File: config.mk
export PLATFORM = sky130hd
export DESIGN_NAME = sdw_seq
export DESIGN_NICKNAME = d
export VERILOG_FILES = /design/src/rtl/sdw_pkg.sv /design/src/rtl/sdw_cycle_ctr.sv /design/src/rtl/sdw_fsm.sv /design/src/rtl/sdw_pins.sv /design/src/rtl/sdw_seq.sv
export SDC_FILE = /design/constraint.sdc
export NUM_CORES = 1
export LEC_CHECK = 0
export BUFFER_PORTS_ARGS = -buffer_cell sky130_fd_sc_hd__buf_2
export CAP_MARGIN = 40
export CORE_MARGIN = 8
export CORE_UTILIZATION = 35
export CTS_CLUSTER_SIZE = 24
export DETAILED_ROUTE_END_ITERATION = 16
export GPL_ROUTABILITY_DRIVEN = 0
export SKIP_CTS_REPAIR_TIMING = 1
export SYNTH_ARGS = -nofsm -noshare
export SYNTH_HDL_FRONTEND = slang
export SYNTH_SLANG_ARGS = --single-unit
export TNS_END_PERCENT = 100
File: constraint.sdc
create_clock -name clk -period 1.8 [get_ports clk]
set_clock_uncertainty 0.2 [all_clocks]
set_input_delay 0.54 -clock clk [delete_from_list [all_inputs] [get_ports clk]]
set_output_delay 0.54 -clock clk [all_outputs]
set_load 0.05 [all_outputs]
File: src/rtl/sdw_pkg.sv
// sdw_pkg: shared types for the single-write sequencer.
// Assumes the command nibble is ordered {cs_n, ras_n, cas_n, we_n}.
package sdw_pkg;

    typedef enum logic [3:0] {
        CMD_ACT = 4'b0011,
        CMD_WR  = 4'b0100,
        CMD_PRE = 4'b0010,
        CMD_NOP = 4'b0111
    } sd_cmd_e;

    typedef enum logic [2:0] {
        ST_IDLE,
        ST_ACT,
        ST_RCD,
        ST_WR,
        ST_REC,
        ST_PRE,
        ST_RP
    } seq_state_e;

    function automatic int imax(input int a, input int b);
        return (a > b) ? a : b;
    endfunction

endpackage

File: src/rtl/sdw_cycle_ctr.sv
// sdw_cycle_ctr: counts cycles since the last ACTIVE.
// Cleared on acceptance so that it reads 0 in the ACTIVE cycle,
// it advances while run is high and saturates at LIMIT.
module sdw_cycle_ctr #(
    parameter int LIMIT = 8,
    parameter int CNT_W = 4
) (
    input  logic             clk,
    input  logic             rst_n,
    input  logic             clear,
    input  logic             run,
    output logic [CNT_W-1:0] cnt
);

    // Elapsed-cycle register with clear and saturation.
    always_ff @(posedge clk) begin
        if (!rst_n) begin
            cnt <= '0;
        end else if (clear) begin
            cnt <= '0;
        end else if (run && (int'(cnt) < LIMIT)) begin
            cnt <= cnt + CNT_W'(1);
        end
    end


    cnt_limit_chk: assert property (@(posedge clk) disable iff (!rst_n)
        int'(cnt) <= LIMIT);

endmodule

File: src/rtl/sdw_fsm.sv
// sdw_fsm: steps one transaction through open, write, close, recover.
// Assumes T_RCD >= 1, PRE_AT > T_RCD and IDLE_AT > PRE_AT, all supplied
// by the top. cnt is the elapsed-cycle count from sdw_cycle_ctr.
module sdw_fsm
    import sdw_pkg::*;
#(
    parameter int T_RCD     = 3,
    parameter int T_WR      = 3,
    parameter int T_RAS     = 6,
    parameter int T_RAS_MAX = 17143,
    parameter int PRE_AT    = 6,
    parameter int IDLE_AT   = 8,
    parameter int CNT_W     = 4
) (
    input  logic             clk,
    input  logic             rst_n,
    input  logic             req,
    input  logic [CNT_W-1:0] cnt,
    output seq_state_e       state,
    output logic             accept,
    output logic             busy
);

    seq_state_e state_nx;
    int         next_ofs;

    // Offset from ACTIVE that the coming cycle will have.
    always_comb next_ofs = int'(cnt) + 1;

    // Handshake view of the state.
    always_comb begin
        busy   = (state != ST_IDLE);
        accept = (state == ST_IDLE) && req;
    end

    // Next-state selection from the elapsed-cycle count.
    always_comb begin
        state_nx = state;
        unique case (state)
            ST_IDLE: if (req) state_nx = ST_ACT;
            ST_ACT, ST_RCD:
                state_nx = (next_ofs == T_RCD) ? ST_WR : ST_RCD;
            ST_WR, ST_REC:
                state_nx = (next_ofs == PRE_AT) ? ST_PRE : ST_REC;
            ST_PRE, ST_RP:
                state_nx = (next_ofs == IDLE_AT) ? ST_IDLE : ST_RP;
            default: state_nx = ST_IDLE;
        endcase
    end

    // State register.
    always_ff @(posedge clk) begin
        if (!rst_n) state <= ST_IDLE;
        else        state <= state_nx;
    end


    write_slot_chk: assert property (@(posedge clk) disable iff (!rst_n)
        (state == ST_WR) |-> (int'(cnt) == T_RCD));


    pre_slot_chk: assert property (@(posedge clk) disable iff (!rst_n)
        (state == ST_PRE) |-> ((int'(cnt) >= T_RCD + T_WR) && (int'(cnt) >= T_RAS)));


    ras_max_chk: assert property (@(posedge clk) disable iff (!rst_n)
        (state == ST_PRE) |-> (int'(cnt) <= T_RAS_MAX));

endmodule

File: src/rtl/sdw_pins.sv
// sdw_pins: decodes the sequencer state into SDRAM pin values.
// Assumes ADDR_W >= 11 (bit 10 is the auto/all-bank select) and that
// ROW_W and COL_W do not exceed ADDR_W and 10 respectively.
module sdw_pins
    import sdw_pkg::*;
#(
    parameter int ADDR_W  = 12,
    parameter int ROW_W   = 12,
    parameter int COL_W   = 10,
    parameter int BANK_W  = 2,
    parameter int DQ_W    = 16,
    parameter int MASK_W  = 2,
    parameter bit PRE_ALL = 1'b1
) (
    input  seq_state_e        state,
    input  logic [BANK_W-1:0] h_bank,
    input  logic [ROW_W-1:0]  h_row,
    input  logic [COL_W-1:0]  h_col,
    input  logic [DQ_W-1:0]   h_data,
    input  logic [MASK_W-1:0] h_mask,
    output logic              cs_n,
    output logic              ras_n,
    output logic              cas_n,
    output logic              we_n,
    output logic [ADDR_W-1:0] addr,
    output logic [BANK_W-1:0] ba,
    output logic [DQ_W-1:0]   dq,
    output logic              dq_oe,
    output logic [MASK_W-1:0] dqm
);

    localparam int A10 = 10;

    sd_cmd_e cmd;

    // Per-state pin values; idle cycles default to NOP with DQ masked.
    always_comb begin
        cmd   = CMD_NOP;
        addr  = '0;
        ba    = '0;
        dq    = '0;
        dq_oe = 1'b0;
        dqm   = '1;
        unique case (state)
            ST_ACT: begin
                cmd  = CMD_ACT;
                addr = ADDR_W'(h_row);
                ba   = h_bank;
            end
            ST_WR: begin
                cmd   = CMD_WR;
                addr  = ADDR_W'(h_col);
                ba    = h_bank;
                dq    = h_data;
                dq_oe = 1'b1;
                dqm   = h_mask;
            end
            ST_PRE: begin
                cmd       = CMD_PRE;
                addr[A10] = PRE_ALL;
                ba        = h_bank;
            end
            default: ;
        endcase
    end

    // Split the command nibble onto its four pins.
    always_comb {cs_n, ras_n, cas_n, we_n} = cmd;

endmodule

File: src/rtl/sdw_seq.sv
// sdw_seq: top of the single-write SDRAM sequencer.
// Captures a request while idle, then issues ACTIVE, WRITE and a
// manual PRECHARGE at the cycle counts given by the T_* parameters
// (each ceil(ns / clock period)). Assumes T_RCD, T_WR, T_RP >= 1.
module sdw_seq
    import sdw_pkg::*;
#(
    parameter int ROW_W     = 12,
    parameter int COL_W     = 10,
    parameter int BANK_W    = 2,
    parameter int ADDR_W    = 12,
    parameter int DQ_W      = 16,
    parameter int MASK_W    = 2,
    parameter int T_RCD     = 3,
    parameter int T_WR      = 3,
    parameter int T_RAS     = 6,
    parameter int T_RP      = 3,
    parameter int T_RC      = 9,
    parameter int T_RAS_MAX = 17143,
    parameter bit PRE_ALL   = 1'b1
) (
    input  logic              clk,
    input  logic              rst_n,
    input  logic              req,
    input  logic [BANK_W-1:0] req_bank,
    input  logic [ROW_W-1:0]  req_row,
    input  logic [COL_W-1:0]  req_col,
    input  logic [DQ_W-1:0]   req_data,
    input  logic [MASK_W-1:0] req_mask,
    output logic              busy,
    output logic              sd_cs_n,
    output logic              sd_ras_n,
    output logic              sd_cas_n,
    output logic              sd_we_n,
    output logic [ADDR_W-1:0] sd_addr,
    output logic [BANK_W-1:0] sd_ba,
    output logic [DQ_W-1:0]   sd_dq,
    output logic              sd_dq_oe,
    output logic [MASK_W-1:0] sd_dqm
);

    localparam int PRE_AT   = imax(T_RCD + T_WR, T_RAS);
    localparam int NEXT_ACT = imax(PRE_AT + T_RP, T_RC);
    localparam int IDLE_AT  = imax(NEXT_ACT - 1, PRE_AT + 1);
    localparam int CNT_W    = $clog2(IDLE_AT + 1);

    seq_state_e        state;
    logic              accept;
    logic [CNT_W-1:0]  cnt;
    logic [BANK_W-1:0] h_bank;
    logic [ROW_W-1:0]  h_row;
    logic [COL_W-1:0]  h_col;
    logic [DQ_W-1:0]   h_data;
    logic [MASK_W-1:0] h_mask;

    // Capture the request fields at acceptance only.
    always_ff @(posedge clk) begin
        if (!rst_n) begin
            h_bank <= '0;
            h_row  <= '0;
            h_col  <= '0;
            h_data <= '0;
            h_mask <= '0;
        end else if (accept) begin
            h_bank <= req_bank;
            h_row  <= req_row;
            h_col  <= req_col;
            h_data <= req_data;
            h_mask <= req_mask;
        end
    end

    sdw_cycle_ctr #(
        .LIMIT (IDLE_AT),
        .CNT_W (CNT_W)
    ) u_ctr (
        .clk   (clk),
        .rst_n (rst_n),
        .clear (accept),
        .run   (busy),
        .cnt   (cnt)
    );

    sdw_fsm #(
        .T_RCD     (T_RCD),
        .T_WR      (T_WR),
        .T_RAS     (T_RAS),
        .T_RAS_MAX (T_RAS_MAX),
        .PRE_AT    (PRE_AT),
        .IDLE_AT   (IDLE_AT),
        .CNT_W     (CNT_W)
    ) u_fsm (
        .clk    (clk),
        .rst_n  (rst_n),
        .req    (req),
        .cnt    (cnt),
        .state  (state),
        .accept (accept),
        .busy   (busy)
    );

    sdw_pins #(
        .ADDR_W  (ADDR_W),
        .ROW_W   (ROW_W),
        .COL_W   (COL_W),
        .BANK_W  (BANK_W),
        .DQ_W    (DQ_W),
        .MASK_W  (MASK_W),
        .PRE_ALL (PRE_ALL)
    ) u_pins (
        .state  (state),
        .h_bank (h_bank),
        .h_row  (h_row),
        .h_col  (h_col),
        .h_data (h_data),
        .h_mask (h_mask),
        .cs_n   (sd_cs_n),
        .ras_n  (sd_ras_n),
        .cas_n  (sd_cas_n),
        .we_n   (sd_we_n),
        .addr   (sd_addr),
        .ba     (sd_ba),
        .dq     (sd_dq),
        .dq_oe  (sd_dq_oe),
        .dqm    (sd_dqm)
    );


    accept_act_chk: assert property (@(posedge clk) disable iff (!rst_n)
        (!busy && req) |=> (busy && ({sd_cs_n, sd_ras_n, sd_cas_n, sd_we_n} == CMD_ACT)));


    hold_stable_chk: assert property (@(posedge clk) disable iff (!rst_n)
        busy |=> ($stable(h_row) && $stable(h_col) && $stable(h_bank)
                  && $stable(h_data) && $stable(h_mask)));


    oe_single_chk: assert property (@(posedge clk) disable iff (!rst_n)
        sd_dq_oe |=> !sd_dq_oe);


    write_a10_chk: assert property (@(posedge clk) disable iff (!rst_n)
        ({sd_cs_n, sd_ras_n, sd_cas_n, sd_we_n} == CMD_WR) |-> !sd_addr[10]);


    idle_quiet_chk: assert property (@(posedge clk) disable iff (!rst_n)
        !busy |-> (!sd_dq_oe && ({sd_cs_n, sd_ras_n, sd_cas_n, sd_we_n} == CMD_NOP)));

endmodule

# After elaboration in Yosys (flattened, before gate mapping)
# Cells that the tools add are included.
# totals
in_bits	45
mem_count	0
latchBits	0
register_bits	49
output_inout_bits	38
rom_bits	0
elab_cells	43
ramBits	0
# classes
bitwise	1
shifts	0
order_cmp	1
n_reduce_logical	9
mul	0
addsub	2
n_eq_ne	10
n_div	0
muxes	13
# ops
operator	count
== test 32 x 3 -> 1 bit (second input constant)	1
== test 32 x 4 -> 1 bit (second input constant)	1
== test 32 x 5 -> 1 bit (second input constant)	1
case mux 10 bit (2 select lines)	1
2-to-1 mux 16 bit	1
case mux 3 bit (4 select lines)	1
== test 3 bit (second input constant)	3
case mux 3 bit (3 select lines)	1
OR reduction 2 bit	4
== test 3 x 2 -> 1 bit (second input constant)	2
2-to-1 mux 3 bit	2
adder 4 x 1 -> 5 bit (second input constant)	1
adder 4 x 1 -> 4 bit (second input constant)	1
< comparator 4 bit (second input constant)	1
2-to-1 mux 1 bit	4
2-to-1 mux 2 bit	2
== test 3 x 1 -> 1 bit (second input constant)	1
logical NOT 3 bit	1
nonzero test 3 bit	1
OR reduction 3 bit	1
logical AND 1 bit	2
!= test 2 bit (second input constant)	1
case mux 1 bit (2 select lines)	1
inverter 1 bit	1

# Longest topological paths before layout
# Gate-level depths: netlist (run 1).
# depth
depth_word	4
ltp_mapped	7
ltp_nobuf	5

# By module
# A second synthesis (run 1) with hierarchy kept.
# hier_totals
cells_unflattened	242
hier_area_um2	2476.1
# modules_own_cells
module	cells_each	area_per_inst_um2	instances
sdw_seq	135	1630.3	1
sdw_pins	56	405.4	1
sdw_fsm	35	269.0	1
sdw_cycle_ctr	16	171.4	1

# Worst setup path before layout (run 1)
# OpenSTA, ideal clock, no wires.
# synth_path
kind	flip-flop to output port
from	reg u_fsm.state[2]
to	out sd_dq[10]
stages_incl_launch_ff	7
slack_ps	-891
t_required_ps	1060
path_buffers	2
t_arrival_ps	1951
cell_sequence	dfxtp_1 -> buf_6 -> inv_1 -> nand3_4 -> inv_1 -> clkbuf_1 -> and2_1
# synth_via
elab_chain_cells	2
# synth_rtl
item	line	text
start: declaration	sdw_fsm.sv:19	output seq_state_e state,
start signal: assignment	sdw_fsm.sv:54	else state <= state_nx;
== test 3 x 2 -> 1 bit	sdw_pins.sv:44	unique case (state)
2-to-1 mux 16 bit	sdw_pins.sv:44	
end: declaration	sdw_seq.sv:37	output logic [DQ_W-1:0] sd_dq,
# No other way between the ends.

# Worst setup path in the final report (run 1)
# layout_path
from	reg u_fsm.state[2]
to	out sd_addr[2]
# layout_via
elab_chain_cells	2
# layout_rtl
item	line	text
== test 3 x 2 -> 1 bit or == test 3 x 1 -> 1 bit (tied branches)	sdw_pins.sv:44	
case mux 10 bit (2 select lines) *	sdw_pins.sv:44	
end: declaration	sdw_seq.sv:35	output logic [ADDR_W-1:0] sd_addr,
# Every way passes the cells marked *; elsewhere a longest branch is shown, timed or not.

==> flow_metrics.tcl, run 1 <==
set metrics [dict create \
    status "finished, violations left" \
    violations "setup timing" \
    fin_crit_ns 2.12 \
    yosysMostFrequentCell "nand2_1" \
    finalHoldViolCount 0 \
    drtPass1Iterations 4 \
    yosysUniqueCellTypes 31 \
    fmax_ghz 0.471 \
    synth_edf_count 0 \
    ys_top_cells_by_count "nand2_1 (88), dfxtp_1 (49), a21boi_1 (40)" \
    rsz0062_at_grt "yes" \
    dp_hpwl_um 4450 \
    end_kind "output port" \
    finalSetupViolCount 37 \
    fp.dieH_um 97.1 \
    grt_pass1_vias 2217 \
    die-area_um2 9440 \
    cts_tree "built" \
    internal_power_w 0.00245 \
    syn-num-nets 326 \
    powerDensity_nw_per_um2 1070 \
    synth.cell_area_um2 2300 \
    rows 29 \
    synthFlopType "dfxtp_1" \
    setup_ws_ns -0.324 \
    start_kind "flop" \
    total_leakage_power_nw 1.61 \
    vias 2165 \
    critPathMaxStageDelay_ns 0.37 \
    cts_inserted_buffers 5 \
    areaGrowthSynthToFinish_pct 55.8 \
    slowest_stage "dfxtp_2" \
    core-area_um2 6350 \
    worstHoldPathType "reg2reg" \
    num_io_pins 83 \
    antenna-diode-count 0 \
    die_x_um 97.1 \
    pre_cts_ws_ns -0.104 \
    htreeDepth 2 \
    grt_usage 0.126 \
    insertion_delay_ns 0.29 \
    ys_top_cells_by_area "dfxtp_1 (43%), nand2_1 (14%), a21boi_1 (13%)" \
    peakVddDrop_uv 523 \
    slew_violations 0 \
    drtIter0Drc 80 \
    cts_max_path_buffers 2 \
    drv_cap 0 \
    cts_sinks 49 \
    grt_max_degree 38 \
    drive_gt1_frac 0.425 \
    p_switching_w 0.00141 \
    crit_chain "inv_4 -> nand3_4 -> inv_8 -> clkbuf_16 -> a22o_4 -> buf_6" \
    cts_root_buf "clkbuf_8" \
    synthCells 280 \
    p_clk_frac 0.196 \
    combPwrFrac 0.442 \
    worstPathRequired_ns 1.06 \
    synth_top_area_cell "dfxtp_1" \
    crit_type "reg2out" \
    crit_family "buffers and inverters" \
    yosysTopAreaCellShare 0.426 \
    vias_per_cell 4.80 \
    synth_seq_area_share 0.426 \
    arrival_ns 1.38 \
    grt_antenna_before_repair 0 \
    grt_overflow 0 \
    synthArstFlopShare 0 \
    cp_num_buf_inv 4 \
    antenna_left 0 \
    drc_errors 0 \
    io_buffers 81 \
    pwr-share-seq 0.362 \
    start_util 0.363 \
    timing.hold.ws_ns 0.255 \
    wl_um 6330 \
    ys_ff_latch 49 \
    fin_crit_sh 1.18 \
    post_drt_wl_per_cell_um 14.0 \
    crit_fanout 5 \
    grt_pass1_wl_um 10200 \
    yosysWarnings 0 \
    switching_share 0.365 \
    avgSynthCellArea_um2 8.23 \
    final_nets 420 \
    clk_pin_slew_worst_paths_ns 0.09 \
]
==> per-stage QoR <==
stage / instance area, um2 / cells / utilization / total power [W] / TNS [ns]
global placement: 3080 / 440 / 0.485 / 0.00288 / -1.56
detailed placement: 3080 / 440 / 0.485 / 0.00290 / -2.01
global route: 3590 / 451 / 0.565 / 0.00410 / -11.88
finish: 3590 / 451 / 0.565 / 0.00385 / -9.96
floorplan: 2520 / 280 / - / 0.00248 / -4.31
CTS: 3180 / 447 / 0.501 / 0.00366 / -13.74
==> worst paths after layout <==
kind	start	to	slack [ns]	cells after the start
hold / removal	h_data[15]	h_data[15]	0.26	2
setup / recovery	u_fsm.state[2]	sd_addr[2]	-0.32	6
hold reg to reg	h_data[15]	h_data[15]	0.26	2
setup reg to reg	u_fsm.state[1]	u_fsm.state[0]	0.07	7
==> state kept, by name, summed over array words and instances (netlist names) <==
name         count
h_bank           2
h_col           10
h_data          16
h_mask           2
h_row           12
u_ctr.cnt        4
u_fsm.state      3
==> cells in the final DEF, fill, tap and decap left out, types with 3 or more instances in the layout <==
master,instances
clkbuf_4,3
and2_4,18
nand2b_4,3
nand2_1,88
a21boi_0,4
nor2b_1,4
a31oi_1,3
clkbuf_8,5
buf_4,16
and3_1,4
o21ai_0,4
dfxtp_1,46
nor2_1,3
a21boi_1,40
buf_8,20
a22o_4,10
xor2_1,3
buf_2,44
buf_12,7
buf_6,19
==> layer usage <==
layer,part of all wire,track usage
met5,0,0
met4,0.018,0.0331
met3,0.070,0.0441
met2,0.49,0.213
met1,0.43,0.146
==> power groups by stage <==
| stage | combinational [W] | clock (W) | sequential, W |
|---|---|---|---|
| floorplan | 0.00109 | 0 | 0.00139 |
| global placement | 0.00147 | 0 | 0.00141 |
| detailed placement | 0.00148 | 0 | 0.00142 |
| CTS | 0.00149 | 0.000781 | 0.00139 |
| global route | 0.00185 | 0.000825 | 0.00142 |
| finish | 0.00170 | 0.000754 | 0.00140 |
==> final cells by class <==
type                    instances  area, um2
clock buffers                   5       68.8
inverters                       3       21.3
multi-input cells             205       1340
repair buffers                110       1040
flip-flops and latches         49        990
fillers                       567       2760
clock inverters                 2       35.0
well taps                      77       96.3
==> cells by family after synthesis <==
family | Yosys count | synth area share
fa+ha+maj | 1 | 0.00543
xor+xnor | 3 | 0.0114
compound gates | 69 | 0.223
simple gates | 130 | 0.260
buf+inv | 26 | 0.0695
flops | 49 | 0.426
other cells | 1 | 0.00163
mux | 1 | 0.00434
==> worst min-delay path: cells and delay by family (launching register included) <==
kind	cells	cell delay (ns)
flops	1	0.32
simple gates	1	0.05
compound gates	1	0.05
(Power assumes the default switching activity.)
==> inputs of run 2 (changes only) <==
==> constraint.sdc (replaced) <==
create_clock -name clk -period 2.7 [get_ports clk]
set_clock_uncertainty 0.2 [all_clocks]
set_input_delay 0.81 -clock clk [delete_from_list [all_inputs] [get_ports clk]]
set_output_delay 0.81 -clock clk [all_outputs]
set_load 0.05 [all_outputs]
==> flow_metrics.tcl, run 2 (synthesis results as in run 1) <==
set metrics [dict create \
    status "complete, no violations" \
    top_register "h_data" \
    insertion_delay_ns 0.29 \
    reg2reg_depth 5 \
    grt_max_degree 44 \
    num_io_pins 83 \
    rows 29 \
    worstPathRequired_ns 1.69 \
    place_inst 425 \
    top_regs "h_data (16), h_row (12), h_col (10)" \
    grt_overflow 0 \
    crit_fanout 11 \
    fmax_ghz 0.385 \
    cts_tree "built" \
    die-area_um2 9440 \
    rsz0062_at_grt "no" \
    slowest_stage "dfxtp_1" \
    grt_usage 0.119 \
    die_x_um 97.1 \
    powerDensity_nw_per_um2 754 \
    cp_num_buf_inv 2 \
    layout_commonest_cell "nand2_1" \
    crit_type "reg2out" \
    fin_crit_sh 0.963 \
    post_drt_wl_per_cell_um 13.3 \
    wl_met1_um 2600 \
    holdPathEnd "h_mask[0]" \
    start_util 0.363 \
    fp.dieH_um 97.1 \
    hold_depth 2 \
    cts_root_buf "clkbuf_8" \
    reg2reg_slack_ns 0.87 \
    drc_errors 0 \
    areaGrowthSynthToFinish_pct 23.9 \
    drtIter0Drc 74 \
    antenna_left 0 \
    drive_gt1_frac 0.315 \
    total_power_w 0.00215 \
    worstHoldPathType "reg2reg" \
    start_kind "flop" \
    wl_um 5770 \
    total_leakage_power_nw 1.33 \
    io_buffers 81 \
    finalHoldViolCount 0 \
    r2r-end "u_fsm.state[2]" \
    finalSetupViolCount 0 \
    htreeDepth 2 \
    slew_violations 0 \
    grt_pass1_wl_um 9650 \
    route.met3.wl_um 413 \
    clk_pin_slew_worst_paths_ns 0.09 \
    pre_cts_ws_ns 0.418 \
    final_nets 401 \
    largest_reg_flops 16 \
    final_cell_mix "nand2_1 (88), buf_2 (81), dfxtp_1 (49), a21boi_1 (40), and2_1 (16)" \
    critPathMaxStageDelay_ns 0.43 \
    vias 2067 \
    fin_setup_tns_ns 0 \
    cts_inserted_buffers 5 \
    setup_ws_ns 0.0993 \
    cts_max_path_buffers 2 \
    dp_hpwl_um 4160 \
    drv_cap 0 \
    cts_sinks 49 \
    wl_met2_um 2720 \
    vias_per_cell 4.77 \
    end_kind "output port" \
    min_from "h_mask[0]" \
    arrival_ns 1.59 \
    grt_pass1_vias 2083 \
    drtPass1Iterations 4 \
    crit_chain "nand2b_1 -> nor2_1 -> buf_4 -> a22o_2 -> buf_2" \
    stdcell_count 433 \
    fin_crit_ns 2.60 \
    peakVddDrop_uv 559 \
    grt_antenna_before_repair 0 \
    antenna-diode-count 0 \
    worstReg2RegStart "u_ctr.cnt[0]" \
    place_area_um2 2760 \
    core-area_um2 6350 \
    dr.max_layer_used "met4" \
    stdcell_area_um2 2860 \
    crit_family "flip-flops" \
]
run 2: cell count changes in the layout (fill, tap and decap cells not counted), moves of 6 or more:
cell,previous run,this run
and2_1,0,16
a22o_2,0,9
buf_8,20,0
a22o_4,10,0
and2_4,18,0
buf_12,7,1
buf_6,19,0
buf_2,44,81
buf_4,16,9
run 2: final cells by class:
type / count / area (um2)
clock buffer: 6 / 82.6
clock inverter: 2 / 13.8
fill: 645 / 3490
inverter: 3 / 11.3
multi-input combinational: 205 / 1180
sequential: 49 / 981
tap: 77 / 96.3
timing repair buffer: 91 / 493
run 2: where the power goes:
part	switching [W]	total [W]	internal (W)
Combinational	0.000523	0.000792	0.000269
Sequential	0.0000727	0.000916	0.000843
Clock	0.000237	0.000445	0.000208
Total	0.000833	0.00215	0.00132
run 2: tightest hold or removal path, delay by kind of cell (launching register included):
family          cells  cell delay (ns)
simple gates        1             0.05
flops               1             0.31
compound gates      1             0.05
run 2: worst max-delay path by stage:
stage	from	to	slack [ns]	cells after the start
6_report	u_fsm.state[1]	sd_addr[7]	0.1	5
5_1_grt	u_fsm.state[1]	sd_addr[1]	0.008	5
4_1_cts	u_fsm.state[1]	sd_addr[7]	0.08	5
3_5_place_dp	u_fsm.state[1]	sd_addr[7]	0.42	5
3_3_place_gp	u_fsm.state[1]	sd_addr[9]	0.46	5
2_1_floorplan	u_fsm.state[1]	sd_addr[10]	0.03	3
run 2: layer usage:
metal,global-route usage,vias up
met5,0,-
met4,0.0355,0
met3,0.0405,2
met2,0.204,52
met1,0.136,944
li1,-,1069
run 2: per-stage QoR:
step                hold WS, ns  utilization
finish                    0.251        0.450
global placement          0.236        0.434
global route              0.269        0.450
floorplan                 0.230            -
CTS                       0.253        0.450
detailed placement        0.240        0.434
==> inputs of run 3 (changes only) <==
--- a/config.mk
+++ b/config.mk
@@ -12,6 +12,7 @@
 export CTS_CLUSTER_SIZE = 24
 export DETAILED_ROUTE_END_ITERATION = 16
 export GPL_ROUTABILITY_DRIVEN = 0
+export SETUP_SLACK_MARGIN = 0.4
 export SKIP_CTS_REPAIR_TIMING = 1
 export SYNTH_ARGS = -nofsm -noshare
 export SYNTH_HDL_FRONTEND = slang
==> flow_metrics.tcl, run 3 (synthesis results as in run 1) <==
set metrics [dict create \
    reg2reg_slack_ns 0.63 \
    reg2reg_depth 7 \
    finalHoldViolCount 0 \
    place_area_um2 2880 \
    wl_um 6610 \
    start_kind "flop" \
    drv_cap 0 \
    clk_pin_slew_worst_paths_ns 0.09 \
    die-area_um2 9440 \
    rsz0062_at_grt "yes" \
    top_register "h_data" \
    grt_overflow 0 \
    holdPathEnd "h_bank[0]" \
    final_nets 415 \
    fill_cells 581 \
    fmax_ghz 0.408 \
    end_kind "output port" \
    total_power_w 0.00254 \
    post_drt_wl_per_cell_um 14.8 \
    grt_antenna_before_repair 0 \
    r2r-end "h_data[11]" \
    cts_sinks 49 \
    total_leakage_power_nw 1.58 \
    crit_fanout 6 \
    antenna_left 0 \
    layout_commonest_cell "nand2_1" \
    areaGrowthSynthToFinish_pct 52.4 \
    vias_per_cell 4.73 \
    io_buffers 81 \
    cts_inserted_buffers 5 \
    place_inst 423 \
    htreeDepth 2 \
    drtPass1Iterations 4 \
    start_util 0.363 \
    status "complete, no violations" \
    critPathMaxStageDelay_ns 0.40 \
    finalSetupViolCount 0 \
    stdcell_count 447 \
    slowest_stage "dfxtp_4" \
    crit_chain "nand2b_4 -> nor2_4 -> buf_6 -> a22o_4 -> buf_8" \
    insertion_delay_ns 0.30 \
    fin_crit_sh 0.909 \
    stdcell_area_um2 3510 \
    fin_setup_tns_ns 0 \
    grt_max_degree 36 \
    drtIter0Drc 62 \
    crit_type "reg2out" \
    rows 29 \
    largest_reg_flops 16 \
    grt_pass1_wl_um 9800 \
    slew_violations 0 \
    worstPathRequired_ns 1.69 \
    antenna-diode-count 0 \
    cts_max_path_buffers 2 \
    drive_gt1_frac 0.411 \
    final_cell_mix "nand2_1 (88), buf_2 (47), dfxtp_1 (46), a21boi_1 (40), buf_8 (27)" \
    top_regs "h_data (16), h_row (12), h_col (10)" \
    hold_depth 2 \
    worstHoldPathType "reg2reg" \
    num_io_pins 83 \
    arrival_ns 1.44 \
    die_x_um 97.1 \
    min_from "h_bank[0]" \
    grt_pass1_vias 2034 \
    cts_root_buf "clkbuf_8" \
    vias 2115 \
    fin_crit_ns 2.45 \
    fp.dieH_um 97.1 \
    dp_hpwl_um 4170 \
    drc_errors 0 \
    timing.hold.ws_ns 0.253 \
    peakVddDrop_uv 356 \
    worstReg2RegStart "u_fsm.state[1]" \
    cts_tree "built" \
    core-area_um2 6350 \
    powerDensity_nw_per_um2 723 \
    grt_usage 0.123 \
]
-- run 3: changes by cell type in the layout (fill, tap and decap cells not counted), sizes merged --
cell and change:
buf +10, clkinv +2, inv -1, clkbuf +2
bufinv +1
-- run 3: how the worst max path moves through the flow --
stage,cells after the start,slack (ns),from,end
floorplan,6,0.36,u_fsm.state[2],sd_dqm[0]
global placement,4,0.31,u_fsm.state[0],sd_dq[9]
detailed placement,4,0.28,u_fsm.state[1],sd_dq[9]
CTS,4,-0.07,u_fsm.state[1],sd_dq[9]
global route,5,0.20,u_fsm.state[1],sd_addr[8]
finish,5,0.25,u_fsm.state[1],sd_addr[8]
-- run 3: stage by stage --
stage | util | setup slack (ns)
6_report | 0.553 | 0.246
4_1_cts | 0.472 | -0.0678
3_3_place_gp | 0.453 | 0.308
3_5_place_dp | 0.453 | 0.284
2_1_floorplan | - | 0.361
5_1_grt | 0.553 | 0.197
-- run 3: final cells by class --
class                           instances  area [um2]  share of cell area
Multi-Input combinational cell        205        1330               0.377
Sequential cell                        49         990               0.282
Timing Repair Buffer                  102         912               0.260
Tap cell                               77        96.3              0.0274
Clock buffer                            7        86.3              0.0246
Timing Repair inverter                  3        48.8              0.0139
Clock inverter                          1        30.0             0.00855
Inverter                                3        23.8             0.00677
-- run 3: power breakdown --
group,internal (W),switching [W]
Sequential,0.000850,0.0000965
Combinational,0.000444,0.000604
Clock,0.000302,0.000243
Total,0.00160,0.000944
-- run 3: worst max-delay path, delay by kind of cell, from the launching register on --
family                 cells  cell delay, ns
AOI/OAI and AO/OA          1            0.25
buffers and inverters      2            0.29
DFF                        1            0.40
and+or+nand+nor            2            0.21
-- run 3: layer usage --
layer	up-vias	global-route usage	part of all wire
met2	60	0.203	0.48
met3	9	0.0505	0.078
met5	-	0	0
met4	0	0.0355	0.013
li1	1095	-	-
met1	951	0.142	0.43
